[src/rtl/rng_host_pkg.sv]
package rng_host_pkg;
  localparam logic [31:0] CMD_RESET   = 32'h0000_0001;
  localparam logic [31:0] CMD_RELEASE = 32'h0000_0002;
  localparam logic [31:0] CMD_ENABLE  = 32'h8000_0000;
  localparam logic [31:0] CMD_ZEROIZE = 32'h8000_0004;
  localparam logic [31:0] CMD_ACKZ    = 32'h8000_0008;
  localparam logic [31:0] CMD_RDACK   = 32'h8000_000F;

  localparam logic [7:0] STS_RSTACK = 8'hAC;
  localparam logic [7:0] STS_PASS   = 8'h57;
  localparam logic [7:0] STS_FAIL   = 8'hFA;
  localparam logic [7:0] STS_FRESH  = 8'hED;

  typedef enum logic [3:0] {
    PH_IDLE, PH_RSTACK, PH_RELEASED, PH_ENABLED, PH_TEST,
    PH_PASS, PH_FAIL, PH_ARMED, PH_FRESH, PH_DRAINED
  } phase_t;

  function automatic logic [7:0] status_of(input phase_t p);
    case (p)
      PH_RSTACK: return STS_RSTACK;
      PH_PASS:   return STS_PASS;
      PH_FAIL:   return STS_FAIL;
      PH_FRESH:  return STS_FRESH;
      default:   return 8'h00;
    endcase
  endfunction

  // Returns p unchanged when the command is not legal in phase p.
  function automatic phase_t next_on_cmd(input phase_t p, input logic [31:0] c);
    if (c == CMD_RESET) return PH_RSTACK;
    case (p)
      PH_RSTACK:   return (c == CMD_RELEASE) ? PH_RELEASED : p;
      PH_RELEASED: return (c == CMD_ENABLE)  ? PH_ENABLED  : p;
      PH_ENABLED:  return (c == CMD_ZEROIZE) ? PH_TEST     : p;
      PH_PASS:     return (c == CMD_ACKZ)    ? PH_ARMED    : p;
      PH_FRESH:    return (c == CMD_RDACK)   ? PH_DRAINED  : p;
      PH_DRAINED:  return (c == CMD_ENABLE)  ? PH_ARMED    : p;
      default:     return p;
    endcase
  endfunction
endpackage

[src/rtl/rng_rep_check.sv]
module rng_rep_check #(
  parameter int DATA_W    = 32,
  parameter int NSAMP     = 64,
  parameter int REP_LIMIT = 3
) (
  input  logic              clk,
  input  logic              rst_n,
  input  logic              clear,
  input  logic              active,
  input  logic              smp_valid,
  input  logic [DATA_W-1:0] smp_data,
  input  logic              force_fail,
  output logic              done,
  output logic              fail
);
  localparam int CNT_W = $clog2(NSAMP + 1);
  localparam int RUN_W = $clog2(REP_LIMIT + 2);

  logic [CNT_W-1:0]  cnt;
  logic [DATA_W-1:0] prev;
  logic              have_prev;
  logic [RUN_W-1:0]  run;
  logic              fail_flag;

  function automatic logic [RUN_W-1:0] bump_run(input logic [RUN_W-1:0] r, input logic same);
    if (!same) return RUN_W'(1);
    if (r > RUN_W'(REP_LIMIT)) return r;
    return r + RUN_W'(1);
  endfunction

  logic             take, same, run_bad;
  logic [RUN_W-1:0] run_next;

  assign take     = active && smp_valid;
  assign same     = have_prev && (smp_data == prev);
  assign run_next = bump_run(run, same);
  assign run_bad  = take && (run_next > RUN_W'(REP_LIMIT));
  assign done     = take && (cnt == CNT_W'(NSAMP - 1));
  assign fail     = fail_flag || run_bad || (active && force_fail);

  always_ff @(posedge clk) begin
    if (!rst_n || clear) begin
      cnt       <= '0;
      prev      <= '0;
      have_prev <= 1'b0;
      run       <= '0;
      fail_flag <= 1'b0;
    end else begin
      if (active && force_fail) fail_flag <= 1'b1;
      if (take) begin
        cnt       <= cnt + CNT_W'(1);
        prev      <= smp_data;
        have_prev <= 1'b1;
        run       <= run_next;
        if (run_bad) fail_flag <= 1'b1;
      end
    end
  end

  a_r4_clear_restarts: assert property (@(posedge clk) disable iff (!rst_n)
    clear |=> (cnt == '0 && !have_prev));
  a_r5_verdict_sticks: assert property (@(posedge clk) disable iff (!rst_n)
    (run_bad && !clear) |=> fail);
endmodule

[src/rtl/rng_word_hold.sv]
module rng_word_hold #(
  parameter int DATA_W = 32
) (
  input  logic              clk,
  input  logic              rst_n,
  input  logic              clear,
  input  logic              load,
  input  logic [DATA_W-1:0] din,
  output logic [DATA_W-1:0] dout
);
  always_ff @(posedge clk) begin
    if (!rst_n || clear) dout <= '0;
    else if (load)       dout <= din;
  end

  a_r9_clear_empties: assert property (@(posedge clk) disable iff (!rst_n)
    clear |=> (dout == '0));
endmodule

[src/rtl/rng_host_ctrl.sv]
module rng_host_ctrl
  import rng_host_pkg::*;
#(
  parameter int ADDR_W    = 4,
  parameter int DATA_W    = 32,
  parameter int NSAMP     = 64,
  parameter int REP_LIMIT = 3,
  parameter int CMD_OFFS  = 0,
  parameter int STAT_OFFS = 4
) (
  input  logic              clk,
  input  logic              rst_n,
  input  logic              bus_we,
  input  logic              bus_re,
  input  logic [ADDR_W-1:0] bus_addr,
  input  logic [31:0]       bus_wdata,
  output logic [31:0]       bus_rdata,
  input  logic              src_valid,
  input  logic [DATA_W-1:0] src_data,
  input  logic              test_force_fail
);
  phase_t phase, phase_d, cmd_target;
  logic   cmd_valid, cmd_accept, clear_all, load_word, is_fresh;
  logic   test_done, test_fail;
  logic [DATA_W-1:0] held;

  assign cmd_valid  = bus_we && (bus_addr == ADDR_W'(CMD_OFFS));
  assign cmd_target = next_on_cmd(phase, bus_wdata);
  assign cmd_accept = cmd_valid && (cmd_target != phase);
  assign clear_all  = cmd_accept && (cmd_target == PH_RSTACK || cmd_target == PH_TEST);
  assign load_word  = (phase == PH_ARMED) && src_valid && !cmd_accept;
  assign is_fresh   = (phase == PH_FRESH);

  rng_rep_check #(.DATA_W(DATA_W), .NSAMP(NSAMP), .REP_LIMIT(REP_LIMIT)) u_check (
    .clk(clk), .rst_n(rst_n), .clear(clear_all), .active(phase == PH_TEST),
    .smp_valid(src_valid), .smp_data(src_data), .force_fail(test_force_fail),
    .done(test_done), .fail(test_fail)
  );

  rng_word_hold #(.DATA_W(DATA_W)) u_hold (
    .clk(clk), .rst_n(rst_n), .clear(clear_all), .load(load_word),
    .din(src_data), .dout(held)
  );

  always_comb begin
    phase_d = phase;
    if (cmd_accept)                           phase_d = cmd_target;
    else if (phase == PH_TEST && test_done)   phase_d = test_fail ? PH_FAIL : PH_PASS;
    else if (load_word)                       phase_d = PH_FRESH;
  end

  always_ff @(posedge clk) begin
    if (!rst_n) phase <= PH_IDLE;
    else        phase <= phase_d;
  end

  always_ff @(posedge clk) begin
    if (!rst_n || !bus_re) bus_rdata <= '0;
    else if (bus_addr == ADDR_W'(STAT_OFFS)) bus_rdata <= {24'h0, status_of(phase)};
    else if (bus_addr == ADDR_W'(CMD_OFFS) && is_fresh) bus_rdata <= 32'(held);
    else bus_rdata <= '0;
  end

  a_r7_fresh_from_load: assert property (@(posedge clk) disable iff (!rst_n)
    $rose(is_fresh) |-> $past(load_word));
  a_r8_drained_not_fresh: assert property (@(posedge clk) disable iff (!rst_n)
    (phase == PH_DRAINED) |=> (phase != PH_FRESH));
  a_r1_idle_bus_zero: assert property (@(posedge clk) disable iff (!rst_n)
    !$past(bus_re) |-> (bus_rdata == '0));
  a_r9_stale_data_zero: assert property (@(posedge clk) disable iff (!rst_n)
    $past(bus_re && bus_addr == ADDR_W'(CMD_OFFS) && !is_fresh) |-> (bus_rdata == '0));
  a_r4_test_verdict: assert property (@(posedge clk) disable iff (!rst_n)
    (phase == PH_TEST && test_done && !cmd_accept) |=> (phase == PH_PASS || phase == PH_FAIL));
  a_r2_reset_cmd_wins: assert property (@(posedge clk) disable iff (!rst_n)
    (cmd_valid && bus_wdata == CMD_RESET) |=> (phase == PH_RSTACK));
endmodule

[config.mk]
export PLATFORM = sky130hd
export DESIGN_NAME = rng_host_ctrl
export DESIGN_NICKNAME = d
export VERILOG_FILES = /design/src/rtl/rng_host_pkg.sv /design/src/rtl/rng_rep_check.sv /design/src/rtl/rng_word_hold.sv /design/src/rtl/rng_host_ctrl.sv
export SDC_FILE = /design/constraint.sdc
export NUM_CORES = 1
export LEC_CHECK = 0
export CORE_MARGIN = 4
export CORE_UTILIZATION = 57
export CTS_BUF_LIST = sky130_fd_sc_hd__clkbuf_8
export CTS_CLUSTER_DIAMETER = 30
export DETAILED_ROUTE_END_ITERATION = 7
export PLACE_DENSITY = 0.87
export SLEW_MARGIN = 20
export SYNTH_ARGS = -nofsm -noshare
export SYNTH_HDL_FRONTEND = slang
export SYNTH_SLANG_ARGS = --single-unit
[constraint.sdc]
create_clock -name clk -period 3.9 [get_ports clk]
set_clock_uncertainty 0.05 [all_clocks]
set_input_delay 0.78 -clock clk [delete_from_list [all_inputs] [get_ports clk]]
set_output_delay 0.78 -clock clk [all_outputs]
set_load 0.02 [all_outputs]
After elaboration in Yosys (flattened, before gate mapping)
Cells that the tools add are included.
{"block": "totals", "word_cells": 84, "ff_bits": 112, "out_inout_bits": 32, "input_bits": 74}
{"block": "op_classes", "mux": 26, "reduce_logical": 23, "magnitude_cmp": 2, "bitwise": 1, "add_sub_neg": 2, "eq_ne": 21}
{"cell": "== test 32 bit (second input constant)", "n": 4}
{"cell": "2-to-1 mux 4 bit", "n": 11}
{"cell": "== test 32 x 1 -> 1 bit (second input constant)", "n": 1}
{"cell": "== test 32 x 2 -> 1 bit (second input constant)", "n": 1}
{"cell": "== test 32 bit", "n": 1}
{"cell": "one-hot mux 8 bit (4 select lines)", "n": 1}
{"cell": "== test 4 x 3 -> 1 bit (second input constant)", "n": 6}
{"cell": "one-hot mux 4 bit (6 select lines)", "n": 1}
{"cell": "2-to-1 mux 8 bit", "n": 2}
{"cell": "logical AND 1 bit", "n": 12}
{"cell": "2-to-1 mux 3 bit", "n": 4}
{"cell": "== test 4 x 1 -> 1 bit (second input constant)", "n": 2}
{"cell": "== test 4 x 2 -> 1 bit (second input constant)", "n": 2}
{"cell": "== test 4 bit (second input constant)", "n": 2}
{"cell": "adder 7 x 1 -> 7 bit (second input constant)", "n": 1}
{"cell": "== test 7 x 6 -> 1 bit (second input constant)", "n": 1}
{"cell": "> comparator 3 x 2 -> 1 bit (second input constant)", "n": 2}
{"cell": "2-to-1 mux 1 bit", "n": 6}
{"cell": "logical OR 1 bit", "n": 5}
{"cell": "zero test 4 bit", "n": 1}
{"cell": "!= test 4 bit", "n": 1}
{"cell": "adder 3 x 1 -> 3 bit (second input constant)", "n": 1}
{"cell": "zero test 1 bit", "n": 3}
{"cell": "nonzero test 3 bit", "n": 1}
{"cell": "3 further kinds", "n": 3}

Longest topological paths before layout
{"block": "depth", "depth_word": 13, "ltp_mapped": 10, "depth_no_buf": 8}

By module
From an unflattened synthesis, not the netlist that was laid out.
{"block": "unflattened", "cells_unflattened": 566, "hier_area_um2": 5069.9}
{"mod": "rng_rep_check", "cells_each": 264, "n_inst": 1, "area_per_inst_um2": 2059.5, "seq_area_each_um2": 880.8}
{"mod": "rng_host_ctrl", "cells_each": 198, "n_inst": 1, "area_per_inst_um2": 1836.8, "seq_area_each_um2": 720.7}
{"mod": "rng_word_hold", "cells_each": 104, "n_inst": 1, "area_per_inst_um2": 1173.6, "seq_area_each_um2": 640.6}

Worst setup path before layout
Ideal clock, no wire load.
{"block": "synth_timing", "path_kind": "input port to flip-flop", "start": "input bus_wdata[26]", "end": "register u_check.prev[10]", "path_stages": 8, "path_slack_ns": 1.018, "required_time_ns": 3.735, "setup_ns": 0.115, "path_buffers": 1, "arrival_time_ns": 2.716, "path_cell_list": "nor4_1 -> nand4_1 -> or3_1 -> a221oi_1 -> o21ai_1 -> o31ai_4 -> buf_6 -> a21oi_2"}
{"block": "synth_via", "elab_chain_len": 8, "elab_cells_between_ends": 22, "classes_between": "9 x eq/ne; 9 x mux; 4 x reduce/logical"}
{"element": "start: declaration", "line": "rng_host_ctrl.sv:16", "source": "input logic [31:0] bus_wdata,"}
{"element": "== test 32 bit (tied with other cells)", "line": "rng_host_pkg.sv:34, rng_host_pkg.sv:38"}
{"element": "2-to-1 mux 4 bit (tied with other cells)", "line": "rng_host_pkg.sv:38", "source": "PH_DRAINED: return (c == CMD_ENABLE) ? PH_ARMED : p;"}
{"element": "one-hot mux 4 bit (6 select lines)", "line": "rng_host_pkg.sv:32", "source": "case (p)"}
{"element": "2-to-1 mux 4 bit (*)", "line": "rng_host_pkg.sv:32"}
{"element": "!= test 4 bit (tied with other cells)", "line": "rng_host_ctrl.sv:29", "source": "assign cmd_accept = cmd_valid && (cmd_target != phase);"}
{"element": "logical AND 1 bit or logical OR 1 bit (tied branches)", "line": "rng_host_ctrl.sv:29, rng_host_ctrl.sv:30"}
{"element": "logical AND 1 bit (*)", "line": "rng_host_ctrl.sv:30", "source": "assign clear_all = cmd_accept && (cmd_target == PH_RSTACK || cmd_target == PH_TEST);"}
{"element": "logical OR 1 bit (*)", "line": "rng_rep_check.sv:42", "source": "if (!rst_n || clear) begin"}
{"element": "end signal: assignment", "line": "rng_rep_check.sv:52", "source": "prev <= smp_data;"}
{"element": "end: declaration", "line": "rng_rep_check.sv:20", "source": "logic [DATA_W-1:0] prev;"}
Every way passes the cells marked *; elsewhere a longest branch is shown, timed or not.
A chain may end at the register's enable or synchronous reset.

Final worst setup path
{"block": "layout_timing", "start": "input bus_wdata[17]", "end": "register u_check.prev[26]"}
Same word-level chain as after synthesis.

==> metrics.txt <==
peak supply drop 0.000249 V; CP Launch Type primary input; maxcap violations 0; layout cells sized above 1 6.94%; Yosys reg bits 112; WP buf/inv 2; fin area 0.00637 mm²; PnR Total Power 1.94 mW; Hold Path Origin u_hold.dout[7]; Fmax achieved 275 MHz; first-pass GRT wire length 20300 µm; Mapped Cells 607; Area Overhead vs Synth 26.0%; final non-filler cell total 814; Placer Congestion 0.927; Reg2Reg Setup Slack 0.68 ns; top-area cell type share of the netlist area 44.4%; Crit Reg-Reg Endpoint u_check.prev[26]; Hold EP bus_rdata[7]; hold slack final 0.416 ns; pre-CTS setup slack -0.167 ns; worst-path maximum fanout 24; # clock sinks 112; vias in the first global route 4390; total core area 0.00868 mm²; setup repair bufs after CTS 0; Row Count 34; CTS tree done; Crit-path slowest cell o31ai_4; Seq/Total Area, Yosys 44.4%; RSZ-0062 raised after global routing no; Die Wd 102 µm; Die ar. 0.0104 mm²; Crit. End Element flip-flop; most instantiated library cell after synthesis nand2_1; post_cts resized 0; Post-synth ARST share 0%; clk root buf clkbuf_8; max_slew headroom 39.1%; Tot GR Track Use 24.1%; total number of vias 4599; drt total wl 12800 µm; vias per cell 5.65; worst setup margin 0.260 ns; HP Class reg2reg; critical path cell sequence clkdlybuf4s50_1 > nor4_1 > nand4_1 > or3_1 > a221oi_1 > o21ai_1 > o31ai_4 > buf_12 > a21oi_1; wire length per cell 15.7 µm; die span in y 102 µm; Pwr Density 305 mW/mm²; static leakage 2.56 nW; area of the multi-input gates 0.00262 mm²; Final #Nets 778; # port buffers 105; placed inst area 0.00618 mm²; worst-margin pin slew 0.913 ns; Cell variety after synth 55; worst setup path class in2reg; Final ANT Viol Nets 0; clk_lat worst skew 0.37 ns; Fill cells 654; most instantiated cells after synthesis nand2_1 (147), dfxtp_1 (112), a21oi_1 (63); DRC Markers 0; Final Util 73.4%; syn_nets 684; YS warnings 0; outcome finished, final reports clean; FF-to-FF Start phase[1]; drt first pass iters 7; Hold Path Depth 2; Final period util 93.3%; Top Ports 106; Req. time, crit path 4.11 ns; most area-consuming cells after synthesis dfxtp_1 (44%), nand2_1 (11%), a21oi_1 (6.2%); # hold bufs at CTS 0; # H-tree levels 3; CP arrival 3.85 ns; syn avg cell area 8.32 µm²; top_reg_cell synth dfxtp_1; Worst Reg-to-Reg Cells 8; CTS max path bufs 2; fin crit period 3.64 ns; ANT cells 0; Final Hold Fails 0; hpwl dp 9210 µm; Cells after DPL 798; drt first-iter violations 294; Final Setup Violations 0; TritonCTS buffer count 9; register area 0.00224 mm²; gr ovfl total 0; max-slew violations 0; initial antenna violation count 0; largest net degree at the start of global routing 38; post-synthesis cell area 0.00505 mm²; max incr delay on CP 0.80 ns; EDFF count, synth 0; cell taking the most area after synthesis dfxtp_1; Initial Utilization 58.2%; Fin Setup TNS 0 ns; CTS clock-pin slew for the worst setup and hold paths 0.10 ns; delay-heaviest family, CP compound AO/OA/AOI/OAI gates
placed cells by master (no fill, tap or decap), types with 4 or more instances in the layout:
master             n
nand2_1          147
dfxtp_1          112
clkdlybuf4s50_1  105
a21oi_1           63
xor2_1            35
a21o_1            34
and2_1            27
nor2_1            23
nor4_1            15
buf_4             13
nand3_1           11
a21oi_2           10
clkbuf_8           9
nand4_1            8
nor3_1             8
o21ai_0            6
nor2b_1            5
inv_1              4
nor3b_1            4
a22oi_1            4
xnor2_1            4
cells by family after synthesis:
| group | after synthesis | share of synthesized area (%) |
|---|---|---|
| simple gates | 270 | 25.5 |
| flops | 112 | 44.4 |
| compound gates | 143 | 18.5 |
| xor+xnor | 39 | 6.76 |
| buf+inv | 39 | 3.94 |
| fa+ha+maj | 3 | 0.743 |
| mux | 1 | 0.198 |
state kept, by name, summed over array words and instances (netlist names):
name and flops:
u_check.run 3, u_check.cnt 7, phase 4, bus_rdata 32
u_check.fail_flag 1, u_check.have_prev 1, u_check.prev 32, u_hold.dout 32
worst register-to-register path, cell delays in order (launching register included):
cell and delay [ns]:
dfxtp_1 0.51, nor4b_1 0.50, a22oi_1 0.17, o21ai_0 0.28, a2111oi_2 0.16, or2_1 0.29, o31ai_4 0.81, buf_12 0.27
a21oi_1 0.08
routing by layer:
layer | vias up | part of all wire, % | global-route usage [%]
li1 | 2248 | - | -
met1 | 2147 | 40 | 29.8
met2 | 183 | 49 | 41.8
met3 | 21 | 8.7 | 5.94
met4 | 0 | 1.5 | 6.96
met5 | - | 0 | 0
layout make-up:
class	count	area share [%]
Clock buffer	9	1.95
Clock inverter	7	1.02
Inverter	3	0.177
Multi-Input combinational cell	456	41.2
Sequential cell	112	35.2
Tap cell	108	2.12
Timing Repair Buffer	119	18.4
report_power, final:
group / total (mW) / internal, mW / switching [mW]
registers: 1.14 / 1.14 / 0.00000000000109
logic: 0.144 / 0.0829 / 0.0614
clock network: 0.655 / 0.247 / 0.407
worst max-delay path by stage:
stage | start | to | depth (start not counted)
finish | bus_wdata[17] | u_check.prev[26] | 9
global route | bus_wdata[26] | u_check.prev[31] | 10
CTS | bus_wdata[17] | u_check.prev[31] | 10
detailed placement | bus_wdata[17] | u_check.prev[31] | 10
global placement | bus_wdata[26] | u_check.have_prev | 9
floorplan | bus_wdata[26] | u_check.prev[10] | 8
Power figures use the tool's default switching activity.
